## config.mk

```make
export PLATFORM = sky130hd
export DESIGN_NAME = gpio_bank
export DESIGN_NICKNAME = d
export VERILOG_FILES = /design/src/rtl/gpio_bank_pkg.sv /design/src/rtl/gpio_addr_dec.sv /design/src/rtl/gpio_masked_reg.sv /design/src/rtl/gpio_sync.sv /design/src/rtl/gpio_bank.sv
export SDC_FILE = /design/constraint.sdc
export NUM_CORES = 1
export LEC_CHECK = 0
export CORE_MARGIN = 4
export CORE_UTILIZATION = 60
export CTS_BUF_LIST = sky130_fd_sc_hd__clkbuf_16
export CTS_CLUSTER_SIZE = 20
export DETAILED_ROUTE_END_ITERATION = 12
export DONT_BUFFER_PORTS = 1
export MAX_ROUTING_LAYER = met4
export PLACE_DENSITY = 0.72
export SETUP_SLACK_MARGIN = 0.5
export SLEW_MARGIN = 20
export SYNTH_ARGS = -nofsm -noshare
export SYNTH_HDL_FRONTEND = slang
export SYNTH_SLANG_ARGS = --single-unit
```

## constraint.sdc

```tcl
create_clock -name clk -period 3 [get_ports clk]
set_clock_uncertainty 0.2 [all_clocks]
set_input_delay 0.3 -clock clk [delete_from_list [all_inputs] [get_ports clk]]
set_output_delay 0.3 -clock clk [all_outputs]
set_load 0.02 [all_outputs]
```

## src/rtl/gpio_bank_pkg.sv

```systemverilog
package gpio_bank_pkg;

  localparam logic [31:0] BANK_ID_WORD = 32'h0100_0C2B;

  localparam int OFS_DOUT = 'h00;
  localparam int OFS_DIR  = 'h08;
  localparam int OFS_PINS = 'h70;
  localparam int OFS_ID   = 'h78;

  typedef enum logic [2:0] {
    SEL_NONE,
    SEL_DOUT,
    SEL_DIR,
    SEL_PINS,
    SEL_ID
  } reg_sel_e;

endpackage

```

## src/rtl/gpio_addr_dec.sv

```systemverilog
module gpio_addr_dec
  import gpio_bank_pkg::*;
#(
  parameter int ADDR_W = 8,
  parameter int NHALF  = 2,
  parameter int HIDX_W = 1
) (
  input  logic [ADDR_W-1:0] addr,
  output reg_sel_e          sel,
  output logic [HIDX_W-1:0] hidx
);

  localparam int SPAN = NHALF * 4;

  logic [ADDR_W-1:0] off_dout;
  logic [ADDR_W-1:0] off_dir;
  logic              in_dout;
  logic              in_dir;

  always_comb begin
    off_dout = addr - ADDR_W'(OFS_DOUT);
    off_dir  = addr - ADDR_W'(OFS_DIR);
    in_dout  = (int'(off_dout) < SPAN) && (addr[1:0] == 2'b00);
    in_dir   = (int'(off_dir)  < SPAN) && (addr[1:0] == 2'b00);
    sel      = SEL_NONE;
    hidx     = '0;
    if (in_dout) begin
      sel  = SEL_DOUT;
      hidx = off_dout[2 +: HIDX_W];
    end else if (in_dir) begin
      sel  = SEL_DIR;
      hidx = off_dir[2 +: HIDX_W];
    end else if (addr == ADDR_W'(OFS_PINS)) begin
      sel = SEL_PINS;
    end else if (addr == ADDR_W'(OFS_ID)) begin
      sel = SEL_ID;
    end
  end

endmodule

```

## src/rtl/gpio_masked_reg.sv

```systemverilog
module gpio_masked_reg #(
  parameter int HALF_W = 16,
  parameter int NHALF  = 2,
  parameter int HIDX_W = 1
) (
  input  logic                      clk,
  input  logic                      rst,
  input  logic                      we,
  input  logic [HIDX_W-1:0]         hidx,
  input  logic [2*HALF_W-1:0]       wword,
  output logic [NHALF*HALF_W-1:0]   q
);

  logic [HALF_W-1:0] wr_data;
  logic [HALF_W-1:0] wr_en;

  assign wr_data = wword[HALF_W-1:0];
  assign wr_en   = wword[2*HALF_W-1:HALF_W];

  for (genvar h = 0; h < NHALF; h++) begin : g_half
    logic [HALF_W-1:0] hq;
    always_ff @(posedge clk) begin
      if (rst) begin
        hq <= '0;
      end else if (we && (hidx == HIDX_W'(h))) begin
        hq <= (hq & ~wr_en) | (wr_data & wr_en);
      end
    end
    assign q[h*HALF_W +: HALF_W] = hq;
  end

endmodule

```

## src/rtl/gpio_sync.sv

```systemverilog
module gpio_sync #(
  parameter int W      = 32,
  parameter int STAGES = 2
) (
  input  logic         clk,
  input  logic         rst,
  input  logic [W-1:0] d,
  output logic [W-1:0] q
);

  logic [W-1:0] chain [STAGES];

  always_ff @(posedge clk) begin
    if (rst) begin
      for (int s = 0; s < STAGES; s++) chain[s] <= '0;
    end else begin
      chain[0] <= d;
      for (int s = 1; s < STAGES; s++) chain[s] <= chain[s-1];
    end
  end

  assign q = chain[STAGES-1];

endmodule

```

## src/rtl/gpio_bank.sv

```systemverilog
module gpio_bank
  import gpio_bank_pkg::*;
#(
  parameter int NPINS  = 32,
  parameter int HALF_W = 16,
  parameter int ADDR_W = 8,
  parameter int SYNC_STAGES = 2
) (
  input  logic                  clk,
  input  logic                  rst,
  input  logic                  bus_wr,
  input  logic                  bus_rd,
  input  logic [ADDR_W-1:0]     bus_addr,
  input  logic [2*HALF_W-1:0]   bus_wdata,
  output logic [2*HALF_W-1:0]   bus_rdata,
  input  logic [NPINS-1:0]      pad_in,
  output logic [NPINS-1:0]      pad_out,
  output logic [NPINS-1:0]      pad_oe
);

  localparam int DATA_W = 2 * HALF_W;
  localparam int NHALF  = NPINS / HALF_W;
  localparam int HIDX_W = (NHALF > 1) ? $clog2(NHALF) : 1;

  reg_sel_e           sel;
  logic [HIDX_W-1:0]  hidx;
  logic [NPINS-1:0]   dout_q;
  logic [NPINS-1:0]   dir_q;
  logic [NPINS-1:0]   pins_s;

  gpio_addr_dec #(
    .ADDR_W (ADDR_W),
    .NHALF  (NHALF),
    .HIDX_W (HIDX_W)
  ) u_dec (
    .addr (bus_addr),
    .sel  (sel),
    .hidx (hidx)
  );

  gpio_masked_reg #(
    .HALF_W (HALF_W),
    .NHALF  (NHALF),
    .HIDX_W (HIDX_W)
  ) u_dout (
    .clk   (clk),
    .rst   (rst),
    .we    (bus_wr && (sel == SEL_DOUT)),
    .hidx  (hidx),
    .wword (bus_wdata),
    .q     (dout_q)
  );

  gpio_masked_reg #(
    .HALF_W (HALF_W),
    .NHALF  (NHALF),
    .HIDX_W (HIDX_W)
  ) u_dir (
    .clk   (clk),
    .rst   (rst),
    .we    (bus_wr && (sel == SEL_DIR)),
    .hidx  (hidx),
    .wword (bus_wdata),
    .q     (dir_q)
  );

  gpio_sync #(
    .W      (NPINS),
    .STAGES (SYNC_STAGES)
  ) u_sync (
    .clk (clk),
    .rst (rst),
    .d   (pad_in),
    .q   (pins_s)
  );

  always_ff @(posedge clk) begin
    if (rst) begin
      bus_rdata <= '0;
    end else if (bus_rd) begin
      unique case (sel)
        SEL_DOUT: bus_rdata <= {{HALF_W{1'b0}}, dout_q[int'(hidx)*HALF_W +: HALF_W]};
        SEL_DIR:  bus_rdata <= {{HALF_W{1'b0}}, dir_q[int'(hidx)*HALF_W +: HALF_W]};
        SEL_PINS: bus_rdata <= DATA_W'(pins_s);
        SEL_ID:   bus_rdata <= DATA_W'(BANK_ID_WORD);
        default:  bus_rdata <= '0;
      endcase
    end
  end

  assign pad_out = dout_q;
  assign pad_oe  = dir_q;

endmodule

```

# Word-level counts from Yosys, hierarchy flattened
# Memories as Yosys holds them, arrays and structs flattened.
# Cells that the tools add are included.
op_classes:
  n_reduce_logical: 9
  n_addsub: 1
  n_mux: 12
  shifts: 2
  n_lt_le_gt_ge: 2
  n_bitwise: 13
  n_eq_ne: 6
op_table:
  columns: ["operator", "count"]
  rows:
  - ["32-bit one-hot mux with 4 select lines", 1]
  - ["16-bit bitwise AND", 5]
  - ["32-bit two-way mux", 2]
  - ["16-bit bitwise OR", 4]
  - ["32-bit by 6-bit indexed part select with 16-bit output", 2]
  - ["8-bit by 7-bit == test with 1-bit output, second input constant", 2]
  - ["8-bit by 4-bit less-than comparator with 1-bit output, second input constant", 2]
  - ["16-bit NOT", 1]
  - ["3-bit two-way mux", 4]
  - ["1-bit logical AND", 8]
  - ["8-bit by 4-bit subtractor with 8-bit output, second input constant", 1]
  - ["3-bit by 2-bit == test with 1-bit output, second input constant", 2]
  - ["1-bit two-way mux", 5]
  - ["3-bit by 1-bit == test with 1-bit output, second input constant", 1]
  - ["3-bit == test, second input constant", 1]
  - ["2-bit zero test", 1]
  - ["1-bit bitwise OR", 2]
  - ["1-bit NOT", 1]
totals:
  ram_bits: 64
  mem_count: 1
  register_bits: 96
  out_inout_bits: 96
memory_table:
  columns: ["memory", "words", "word_bits", "read_ports", "rd_clocked_by_memory_dff", "wr", "line", "rtl"]
  rows:
  - ["u_sync.chain", 2, 32, 2, 0, 2, "gpio_sync.sv:11", "logic [W-1:0] chain [STAGES];"]

# Depth between registers and ports, before layout
# Gate-level depths: netlist of run 1.
depth:
  word_depth: 8
  ltp_mapped: 12

# Hierarchy
# From an unflattened synthesis of run 1, not the netlist that was laid out.
hier_totals:
  hier_cells: 665
  area_unflattened_um2: 7130.6
by_module_without_submodules:
  columns: ["module", "cells_each", "n_inst", "area_per_inst_um2", "seq_area_each_um2"]
  rows:
  - ["gpio_masked_reg", 155, 2, 1544.0, 640.6]
  - ["gpio_sync", 167, 1, 2158.3, 1281.2]
  - ["gpio_bank", 172, 1, 1756.7, 640.6]
  - ["gpio_addr_dec", 16, 1, 127.6, 0.0]

# Worst setup path after synthesis of run 1
# No wires, ideal clock.
synth_path:
  path_kind: "input -> register"
  from: "input bus_addr[3]"
  to: "register (tool-made name)"
  t_arrival_ps: 2190
  setup_slack_ps: 483
  path_stages: 12
  n_path_buf: 4
  path_cell_list: "clkbuf_1 > inv_1 > ha_1 > nor3b_1 > xnor2_1 > and2_1 > buf_2 > buf_2 > clkbuf_1 > nand4_1 > mux2i_1 > nor2_1"
synth_lines:
  columns: ["item", "line", "rtl"]
  rows:
  - ["start, declared", "gpio_bank.sv:13", "input logic [ADDR_W-1:0] bus_addr,"]

==> results of run 1 <==
-- worst register-to-register path: cells and delay by family (launching register included) --
kind,cells,cell delay (ns)
DFF,1,0.50
buffers and inverters,1,0.59
and+or+nand+nor,1,0.10
muxes,1,0.15
-- kinds of logic (layout without fill, tap and decap cells) --
logic type | Yosys count | after routing | share of synthesized area
AO/OA/AOI/OAI | 99 | 99 | 0.102
XOR/XNOR | 1 | 1 | 0.00135
adder cells (fa/ha/maj) | 1 | 1 | 0.00192
AND/OR/NAND/NOR | 321 | 321 | 0.262
buffers and inverters | 59 | 152 | 0.0432
other | 0 | 1 | 0
flip-flops | 160 | 160 | 0.492
multiplexers | 64 | 64 | 0.0984
-- synth_stat cells, drive strengths merged, types with 2 or more instances --
master,instances,area share
o22ai,10,0.0096
a21o,2,0.0023
clkbuf,34,0.020
or4,2,0.0023
mux2i,64,0.098
and3,10,0.0096
a31o,10,0.013
o221a,4,0.0069
buf,22,0.022
inv,3,0.0017
nand3,37,0.028
and2,12,0.012
a211o,2,0.0027
nand2b,18,0.017
o211ai,4,0.0054
a2111oi,10,0.013
nor3,21,0.016
nor2,62,0.036
nor2b,77,0.075
a21oi,26,0.020
a211oi,4,0.0046
o311ai,2,0.0027
dfxtp,160,0.49
nand2,46,0.030
nand4,32,0.031
o21ai,22,0.017
-- layer usage --
metal	routed length (microns)	share of wire	GRT usage
met1	7140	0.37	0.337
met2	9540	0.50	0.514
met3	1870	0.098	0.105
met4	610	0.032	0.131
met5	0	0	-
-- worst min path at each step --
stage,start,to,slack [ns],cells past startpoint
2_1_floorplan,u_sync.chain[0][0],u_sync.chain[0][32],0.21,1
3_3_place_gp,rst,bus_rdata[16],0.18,1
3_5_place_dp,rst,bus_rdata[24],0.18,1
4_1_cts,bus_rd,bus_rdata[10],0.009,3
5_1_grt,bus_rd,bus_rdata[10],0.05,3
6_report,bus_rd,bus_rdata[10],0.06,3
-- power groups by stage --
stage	registers (mW)	logic [mW]	clock network (mW)
final	2.19	0.290	2.09
after global routing	2.20	0.313	2.20
after CTS	2.19	0.276	2.10
after detailed placement	2.24	0.138	0
after global placement	2.24	0.134	0
after floorplan	2.23	0.157	0
-- layout make-up --
class	instances	area, sq um
antenna	1	2.50
clock buffer	17	425
clock inverter	15	146
fill	688	2280
inverter	3	11.3
multi-input combinational	486	3040
sequential	160	3200
tap	136	170
timing repair buffer	117	1180
-- metrics by stage --
step	utilization	std cells	setup slack [ns]	hold slack [ns]	instance area, sq um
CTS	0.780	933	0.525	0.00883	8160
global route	0.782	935	0.373	0.0516	8190
floorplan	-	705	0.502	0.214	6510
detailed placement	0.621	794	0.0769	0.182	6500
finish	0.782	935	0.462	0.0580	8190
global placement	0.621	794	0.307	0.182	6500
-- timing repair --
action / in CTS / in global routing
setup buffers: 0 / 1
endpoints found under the hold margin: 160 / 0
hold buffers: 107 / 0
endpoints found under the setup margin: 0 / 17
gates resized for setup: 0 / 5
==> impl_summary.md, run 1 <==
Outcome
The flow ran to the end, and the final reports show no timing, DRC or antenna violations.

Worst setup path
The kind of cell with the highest combined delay along the critical path is buffers and inverters. Data arrives at the worst endpoint at 2.64 ns. The startpoint of the worst setup timing path is bus_addr[3].

The longest individual stage delay on the worst path is 0.59 ns. The number of cells on the critical path is 10. Counting cells, the worst reg-to-reg path comes to 3. The combined buffer and inverter count along the critical path is 3. For the worst setup path, the data required time is 3.10 ns. The slowest library cell on the worst path is dlygate4sd3_1. In this run the worst path has a maximum fanout of 55. The setup check on the worst reg-to-reg path leaves a slack of 1.39 ns. The critical path goes through inv_1, ha_1, or2_1, o21ai_0, o21a_2, buf_8, nand4_1, mux2i_1, dlygate4sd3_1, nor2_1. The worst setup path is captured at a register. The critical path start-end classification is input port to register. The worst setup path is launched from an input port.

Floorplanning
In this run the count of I/O pins placed on the die edge is 172. The floorplan has 37 rows. The overall die area is 0.0126 sq mm. In this run the horizontal extent of the chip is 112 microns. The y dimension of the die is 112 microns.

The standard cell core area is 0.0105 sq mm. The initial utilization of the core area, before any placement, comes to 0.622.

Layout
Compared with the post-synthesis result, the final layout area differs by 25.7%. The final net count is 862. The proportion of layout cells with a drive suffix above 1 is 0.0702.

In the layout the commonest cells are 160 x dfxtp_1, 106 x dlygate4sd3_1, 75 x nor2b_1. Leaving out fill and tap cells, the most frequent cell in the layout is dfxtp_1.

Power and ir drop
For this design the total switching power over the nets is 1.05 mW. The share of power burned in registers is 0.480. Cell internal power was estimated by the tool at 3.53 mW. The analysis attributes to cell leakage a power of 3.39 nW. The power density normalized to cell area is 559 mW/mm^2. The share of total power in the clock network is 0.457.

Of the total power, the share spent switching nets is 0.228. Total power for the finished layout comes to 4.58 mW. The share of total power dissipated in combinational logic is 0.063. The worst supply voltage drop on vdd is 0.000448 V.

Drt
In this run the remaining antenna-violating nets after routing total 0. The number of iterations in the first detailed-routing pass is 5. The routed design has 19.2 mm of wire. The number of remaining DRC errors is 0. The post-detailed-route wirelength per cell is 20.5 microns. The via count normalized by instance count is 6.07.

Across all layers, the routed design uses 5673 vias. The detailed router finished its first iteration with 474 violations.

Logic synthesis
The cell area after synthesis is 0.00651 sq mm. After synthesis, the share of flip-flops with an asynchronous set or reset is 0. The average cell area after synthesis is 9.24 sq um. The net count of the mapped netlist is 782. The number of different library cells in the post-synthesis netlist is 43. Yosys printed 0 warnings. For this run, the register share of the synthesized area comes to 0.492. The number of enable flip-flop cells after synthesis is 0. In this run, synthesis produced a sequential element count of 160. The most common flop cell mapped by yosys is dfxtp_1. Synthesis produced a netlist whose cell count is 705.

CTS
The master cell of the clock root buffer is clkbuf_16. The CTS tree is built. The H-tree was split into 4 levels.

At the later pin of the worst-skew pair, clock insertion delay measures 0.43 ns. The number of buffers on the longest clock path is 2. After clock tree synthesis, the clock-pin slew on the worst setup and hold paths is 0.06 ns. Clock tree synthesis inserted a total of 17 buffers.

The count of clock tree sinks is 160.

STA
The hold violation total from the final report was 0. The final number of max-transition violations is 0. The slew at the pin closest to its max-slew limit is 1.08 ns. Dividing the final minimum period by the clock period gives 0.846.

Setup repair after global routing could not meet its margin everywhere. The peak clock frequency supported by timing is 394 MHz. The relative slew slack is 0.277. The final-report setup violation count is 0. Counting I/O delays and the setup requirement, the final critical path takes 2.54 ns. For the final routed database, the setup TNS stands at 0 ns.

Worst hold path
The class of the tightest hold or removal check is input port to register.

Placement
The final RePlAce weighted congestion is 0.886. Port buffering added 0 buffers. The HPWL after detailed placement is 10.7 mm.

Job
The reported max-cap violation count is 0.

GRT
The number of global-route vias before repair is 5750. The first-pass GRT wire length is 30.1 mm. The number of antenna violations at the first check in global routing came to 1. The global-route total usage across every layer is 0.309. Global routing finished with a remaining overflow of 0. Entering global routing, the biggest net connects 107 pins.
(Power assumes the default switching activity.)
==> run 2, diff against run 1 <==
==> constraint.sdc (replaced) <==
create_clock -name clk -period 2.6 [get_ports clk]
set_clock_uncertainty 0.2 [all_clocks]
set_input_delay 0.26 -clock clk [delete_from_list [all_inputs] [get_ports clk]]
set_output_delay 0.26 -clock clk [all_outputs]
set_load 0.02 [all_outputs]
==> impl_summary.md, run 2 (same netlist as run 1, synthesis figures left out) <==
Drt
The post-detailed-route wirelength per cell is 20.3 microns. The total number of vias is 5745. The met3 layer wire length in the routed design is 1.93 mm. Signal routing reaches up to met4.

The total wire length after detailed routing is 19.2 mm. The sum of routed wire segments on met1 is 7.25 mm. The via count normalized by instance count is 6.06. The count of antenna-violating nets left after detailed routing is 0. For this run, the detailed router's first-pass iteration total came to 5.

The routed wire length on met2 is 9.37 mm. The first routing iteration left 595 violations. In the routed design, unresolved DRC markers number 0.

Layout
For this run, the post-layout net count is 875. The post-route cell area is 0.00842 sq mm. The top cell types in the final layout, fill and taps aside, are 160 x dfxtp_1, 114 x dlygate4sd3_1, 74 x nor2b_1. Leaving out fill and tap cells, the most frequent cell in the layout is dfxtp_1. The core occupancy in the finished layout is 0.805. In the final layout, the share of cells above drive strength 1 is 0.106. Relative to the synthesized area, the layout overhead comes to 29.3%.

STA
The peak clock frequency supported by timing is 484 MHz. The slew at the pin closest to its max-slew limit is 1.00 ns. The relative slew slack is 0.331. The hold violation total from the final report was 0.

The final number of max-transition violations is 0. On the final layout, the worst hold slack is 0.0151 ns. The total negative setup slack is 0 ns.

The final-report setup violation count is 0. The post-layout minimum cycle time is 2.07 ns. Setup repair after global routing left no endpoint under its margin. Dividing the final minimum period by the clock period gives 0.795.

CTS
The CTS tree is built. The clock transition at the registers of the reported paths is 0.06 ns. The total clock buffers created by CTS is 17. The later pin in the worst-skew pair is clocked with a latency of 0.43 ns.

The number of buffers on the longest clock path is 2. The H-tree was split into 4 levels. The master cell of the clock root buffer is clkbuf_16.

The count of clock tree sinks is 160.

Worst hold path
The number of cells traversed by the worst hold path is 3. The path with the worst hold slack has its endpoint at bus_rdata[10]. The class of the tightest hold or removal check is input port to register. The startpoint of the lowest-slack hold path is bus_addr[3].

Worst setup path
The setup check on the worst reg-to-reg path leaves a slack of 0.99 ns. In this run the critical register-to-register path is launched from bus_rdata[29]. The startpoint type of the worst setup path is an input port.

The worst register-to-register path ends at bus_rdata[29]. The maximum net fanout on the critical path is 12. The longest individual stage delay on the worst path is 0.58 ns. The worst register-to-register path has a depth of 3.

The critical path capture point type is a register. STA puts the critical path data arrival time at 2.24 ns. The critical path is of the input port to register type. On the critical path, the stage with the largest delay is an instance of dlygate4sd3_1. The critical path goes through or4_1, nor2_4, buf_4, nand3_1, a21oi_1, dlygate4sd3_1. At the worst endpoint, the required time is 2.77 ns.

GRT
The first-pass GRT wire length is 30.5 mm. Across every metal layer, demand over resource in global routing totals 0.314. The number of global-route vias before repair came to 5760. The remaining global-route overflow is 0.

Entering global routing, the biggest net connects 85 pins. The number of antenna violations at the first check in global routing is 1.

Floorplanning
For this configuration, the core starts out at a cell density of 0.622. The width of the die is 112 microns. The count of boundary I/O pins is 172.

The number of standard-cell rows in the floorplan is 37. The standard cell core area is 0.0105 sq mm. The die is 112 microns tall.

The die covers 0.0126 sq mm.

Power and ir drop
IR analysis of the VDD net gives a maximum drop of 0.000442 V. Summed over all cells, the static leakage comes to 3.52 nW. The design draws 5.16 mW. The power density normalized to cell area is 613 mW/mm^2.

Placement
The total placed instance area is 0.00669 sq mm. The total of buffers placed on input and output ports is 0. The final RePlAce weighted congestion is 0.831. The estimated wirelength of the detail-placed design is 10.9 mm.

Job
Max-cap violations in this run came to 0.

Outcome
The flow ran to the end, and the final reports show no timing, DRC or antenna violations.
-- run 2: cell types whose count changed in the layout (fill, tap and decap cells not counted), sizes merged --
cell / previous run / this run
buf: 11 / 16
clkinvlp: 3 / 1
clkinv: 5 / 9
dlygate4sd3: 106 / 114
bufinv: 2 / 0
-- run 2: critical path, delay by kind of cell --
family	cells	cell delay (ns)
AO/OA/AOI/OAI	1	0.21
buffers and inverters	2	0.82
AND/OR/NAND/NOR	3	0.94
-- run 2: layer usage --
metal	vias to the layer above	track usage
met4	0	0.131
met2	295	0.507
li1	2657	-
met1	2736	0.355
met3	57	0.109
met5	-	-
-- run 2: final cells by class --
| class | count | area [sq um] |
|---|---|---|
| Clock buffer | 17 | 425 |
| Tap cell | 136 | 170 |
| Timing Repair Buffer | 130 | 1310 |
| Fill cell | 653 | 2040 |
| Multi-Input combinational cell | 486 | 3190 |
| Clock inverter | 15 | 111 |
| Inverter | 3 | 13.8 |
| Antenna cell | 1 | 2.50 |
| Sequential cell | 160 | 3200 |
-- run 2: worst max path at each step --
stage | start | end | cells past startpoint
after floorplan | bus_addr[3] | register | 9
after global placement | bus_addr[4] | bus_rdata[3] | 7
after detailed placement | bus_addr[4] | bus_rdata[0] | 7
after CTS | bus_addr[3] | bus_rdata[26] | 6
after global routing | bus_addr[3] | bus_rdata[29] | 6
final | bus_addr[3] | bus_rdata[29] | 6
-- run 2: where the power goes --
group	total [mW]	internal [mW]	leakage [nW]	switching, mW
Combinational	0.350	0.178	1.95	0.172
Clock	2.28	1.23	0.265	1.05
Sequential	2.53	2.50	1.30	0.0271
Total	5.16	3.91	3.52	1.25
-- run 2: what timing repair did --
| action | 4_1_cts | 5_1_grt |
|---|---|---|
| endpoints found under the setup margin | 0 | 17 |
| hold buffers | 115 | 0 |
| endpoints found under the hold margin | 160 | 0 |
| setup buffers | 0 | 1 |
| resized for setup | 0 | 2 |
-- run 2: stage by stage --
| step | std cells | setup WS [ns] |
|---|---|---|
| floorplan | 705 | 0.357 |
| global placement | 799 | 0.244 |
| detailed placement | 799 | 0.195 |
| CTS | 946 | 0.531 |
| global route | 948 | 0.504 |
| finish | 948 | 0.532 |
==> run 3, diff against run 2 <==
==> constraint.sdc (replaced) <==
create_clock -name clk -period 2 [get_ports clk]
set_clock_uncertainty 0.2 [all_clocks]
set_input_delay 0.2 -clock clk [delete_from_list [all_inputs] [get_ports clk]]
set_output_delay 0.2 -clock clk [all_outputs]
set_load 0.02 [all_outputs]
==> impl_summary.md, run 3 (same netlist as run 1, synthesis figures left out) <==
Placement
Port buffering added 0 buffers. The number of placed instances, taps included is 818. The worst-case setup slack after placement is -0.343 ns. The HPWL after detailed placement is 11.3 mm.

The final RePlAce weighted congestion is 0.914.

Outcome
The final reports fail on negative hold slack. The flow ran to the end, but the final reports show violations.

STA
The hold violation total from the final report is 96. The slew at the pin closest to its max-slew limit is 0.924 ns. Measured against its own limit, the worst slew margin works out to 0.383. The total negative setup slack is 0 ns.

The worst path in the final design needs a cycle of 1.83 ns, including I/O delays and setup. The final number of max-transition violations is 0. The final critical-path setup slack is 0.171 ns. Setup repair after global routing could not meet its margin everywhere.

The peak clock frequency supported by timing is 547 MHz. The tightest hold path in the finished design has a slack of -0.354 ns. Dividing the final minimum period by the clock period gives 0.914.

The final-report setup violation count is 0.

GRT
Entering global routing, the biggest net connects 163 pins. Global routing finished with a remaining overflow of 0. The number of global-route vias before repair is 5719. The number of antenna violations at the first check in global routing is 0. The global-route total usage across every layer is 0.307. The first global-routing pass estimated 29.7 mm of wire.

Worst setup path
The worst register-to-register path has a setup slack of 0.35 ns. The worst setup path is captured at a register. STA classifies the critical path startpoint as an input port.

The logic depth of the worst register-to-register path is 4. The setup path with the least slack is of type input port to register. The startpoint identified for the worst register-to-register timing path is bus_rdata[4].

The worst reg2reg path endpoint is bus_rdata[4]. The worst endpoint required time is 2.11 ns. Of all nets on the critical path, the largest fanout is 16. The data arrival time of the critical path is 1.94 ns.

CTS
Clock tree synthesis found a total of 160 sinks. The tree is rooted in a clkbuf_16. The number of hold buffers added after cts is 64. The clock insertion delay at the later pin of the skew report is 0.43 ns. The clock transition at the registers of the reported paths is 0.06 ns. The count of H-tree levels built during CTS is 4.

The number of buffers on the longest clock path is 2. The CTS tree is built. The total clock buffers created by CTS is 17.

Power and ir drop
The completed layout was analyzed and its total power is 6.68 mW. The power density normalized to cell area is 765 mW/mm^2. The worst supply voltage drop on vdd is 0.000696 V. The cell leakage power is 3.62 nW.

Worst hold path
The worst hold path belongs to the class input port to register. The sink of the worst hold path is bus_rdata[17]. The number of cells traversed by the worst hold path is 1. The worst hold path begins at rst.

Floorplanning
The count of boundary I/O pins is 172. The die is 112 microns wide. The region available for standard cell placement spans 0.0105 sq mm. The initial core utilization is 0.622. The die is 112 microns tall. The number of standard-cell rows in the floorplan is 37. The floorplan step defined a die boundary enclosing 0.0126 sq mm.

Layout
The most frequent standard cell in the layout excluding fill and tap cells is dfxtp_1. The core occupancy in the finished layout is 0.835. The count of fill cells added during filler insertion is 590. Leaving out filler cells and counting taps, the final layout contains 937. The top cell types in the final layout, fill and taps aside, are 160 x dfxtp_1, 75 x nor2b_1, 64 x mux2i_1, 64 x dlygate4sd3_1, 61 x nor2_1.

In the final layout, the share of cells above drive strength 1 is 0.198. After the last flow step, the layout net total stands at 864. Compared with the post-synthesis result, the final layout area differs by 34.2%.

Job
The tool flagged a number of max-cap violations equal to 0.

Drt
The number of remaining DRC errors is 0. The met3 layer wire length in the routed design is 2.46 mm. The via count normalized by instance count is 6.18. The post-detailed-route wirelength per cell is 22.0 microns.

The number of iterations in the first detailed-routing pass is 5. The detailed router placed 5794 vias in this run. For this block, wires on met1 add up to 7.41 mm. The routed wire length on met2 is 10.1 mm.

Once detail routing completed, the nets flagged for antenna violations numbered 0. For this block, the routed nets add up to 20.6 mm of wire. The detailed router finished its first iteration with 531 violations. Signal routing reaches up to met4.
==> run 3: cell count changes in the layout (fill, tap and decap cells not counted), moves of 6 or more <==
cell,change
nand2_1,-6
buf_12,+6
and2_4,+8
clkbuf_16,+6
buf_4,+9
dlygate4sd3_1,-50
and2_1,-7
a2111oi_4,+6
buf_6,+13
a2111oi_2,-6
==> run 3: how the worst max path moves through the flow <==
| stage | cells past startpoint | from | to | slack [ns] |
|---|---|---|---|---|
| floorplan | 9 | bus_addr[3] | register | -0.18 |
| global placement | 7 | bus_addr[3] | register | -0.26 |
| detailed placement | 7 | bus_addr[3] | register | -0.34 |
| CTS | 7 | bus_addr[3] | register | 0.26 |
| global route | 7 | bus_addr[3] | register | 0.11 |
| finish | 7 | bus_addr[3] | register | 0.17 |
==> run 3: routing by layer <==
metal  vias up  track usage
met5         -            -
met4         0        0.120
met3        75        0.126
met2       329        0.496
met1      2760        0.338
li1       2630            -
==> run 3: stage by stage <==
stage | cell area, sq um | hold slack [ns]
floorplan | 6800 | 0.128
global placement | 6890 | 0.0813
detailed placement | 6890 | 0.0828
CTS | 8300 | -0.367
global route | 8740 | -0.368
finish | 8740 | -0.354
==> run 3: what timing repair did <==
action | 4_1_cts | 5_1_grt
setup endpoints to repair | 74 | 81
gates resized for setup | 28 | 43
endpoints found under the hold margin | 160 | 96
cloned | 4 | 7
pin swaps | 6 | 36
setup buffers | 2 | 9
==> run 3: where the power goes <==
group	total (mW)	switching (mW)	internal, mW	leakage (nW)
logic	0.460	0.187	0.273	2.05
registers	3.29	0.0367	3.26	1.30
clock network	2.93	1.36	1.57	0.259
==> run 3: area by class of cell <==
class / instances / area (sq um) / area share
Tap cell: 136 / 170 / 0.0195
Multi-Input combinational cell: 486 / 3420 / 0.391
Sequential cell: 160 / 3200 / 0.367
Timing Repair Buffer: 119 / 1400 / 0.161
Inverter: 3 / 16.3 / 0.00186
Clock buffer: 17 / 425 / 0.0487
Clock inverter: 15 / 97.6 / 0.0112
Antenna cell: 1 / 2.50 / 0.000286
==> run 3: critical path: stages <==
cell and delay (ns):
or4_4 0.51, or4_4 0.51, nor2b_4 0.16, buf_12 0.18, nand2_1 0.09, mux2i_1 0.18, nor2_1 0.09
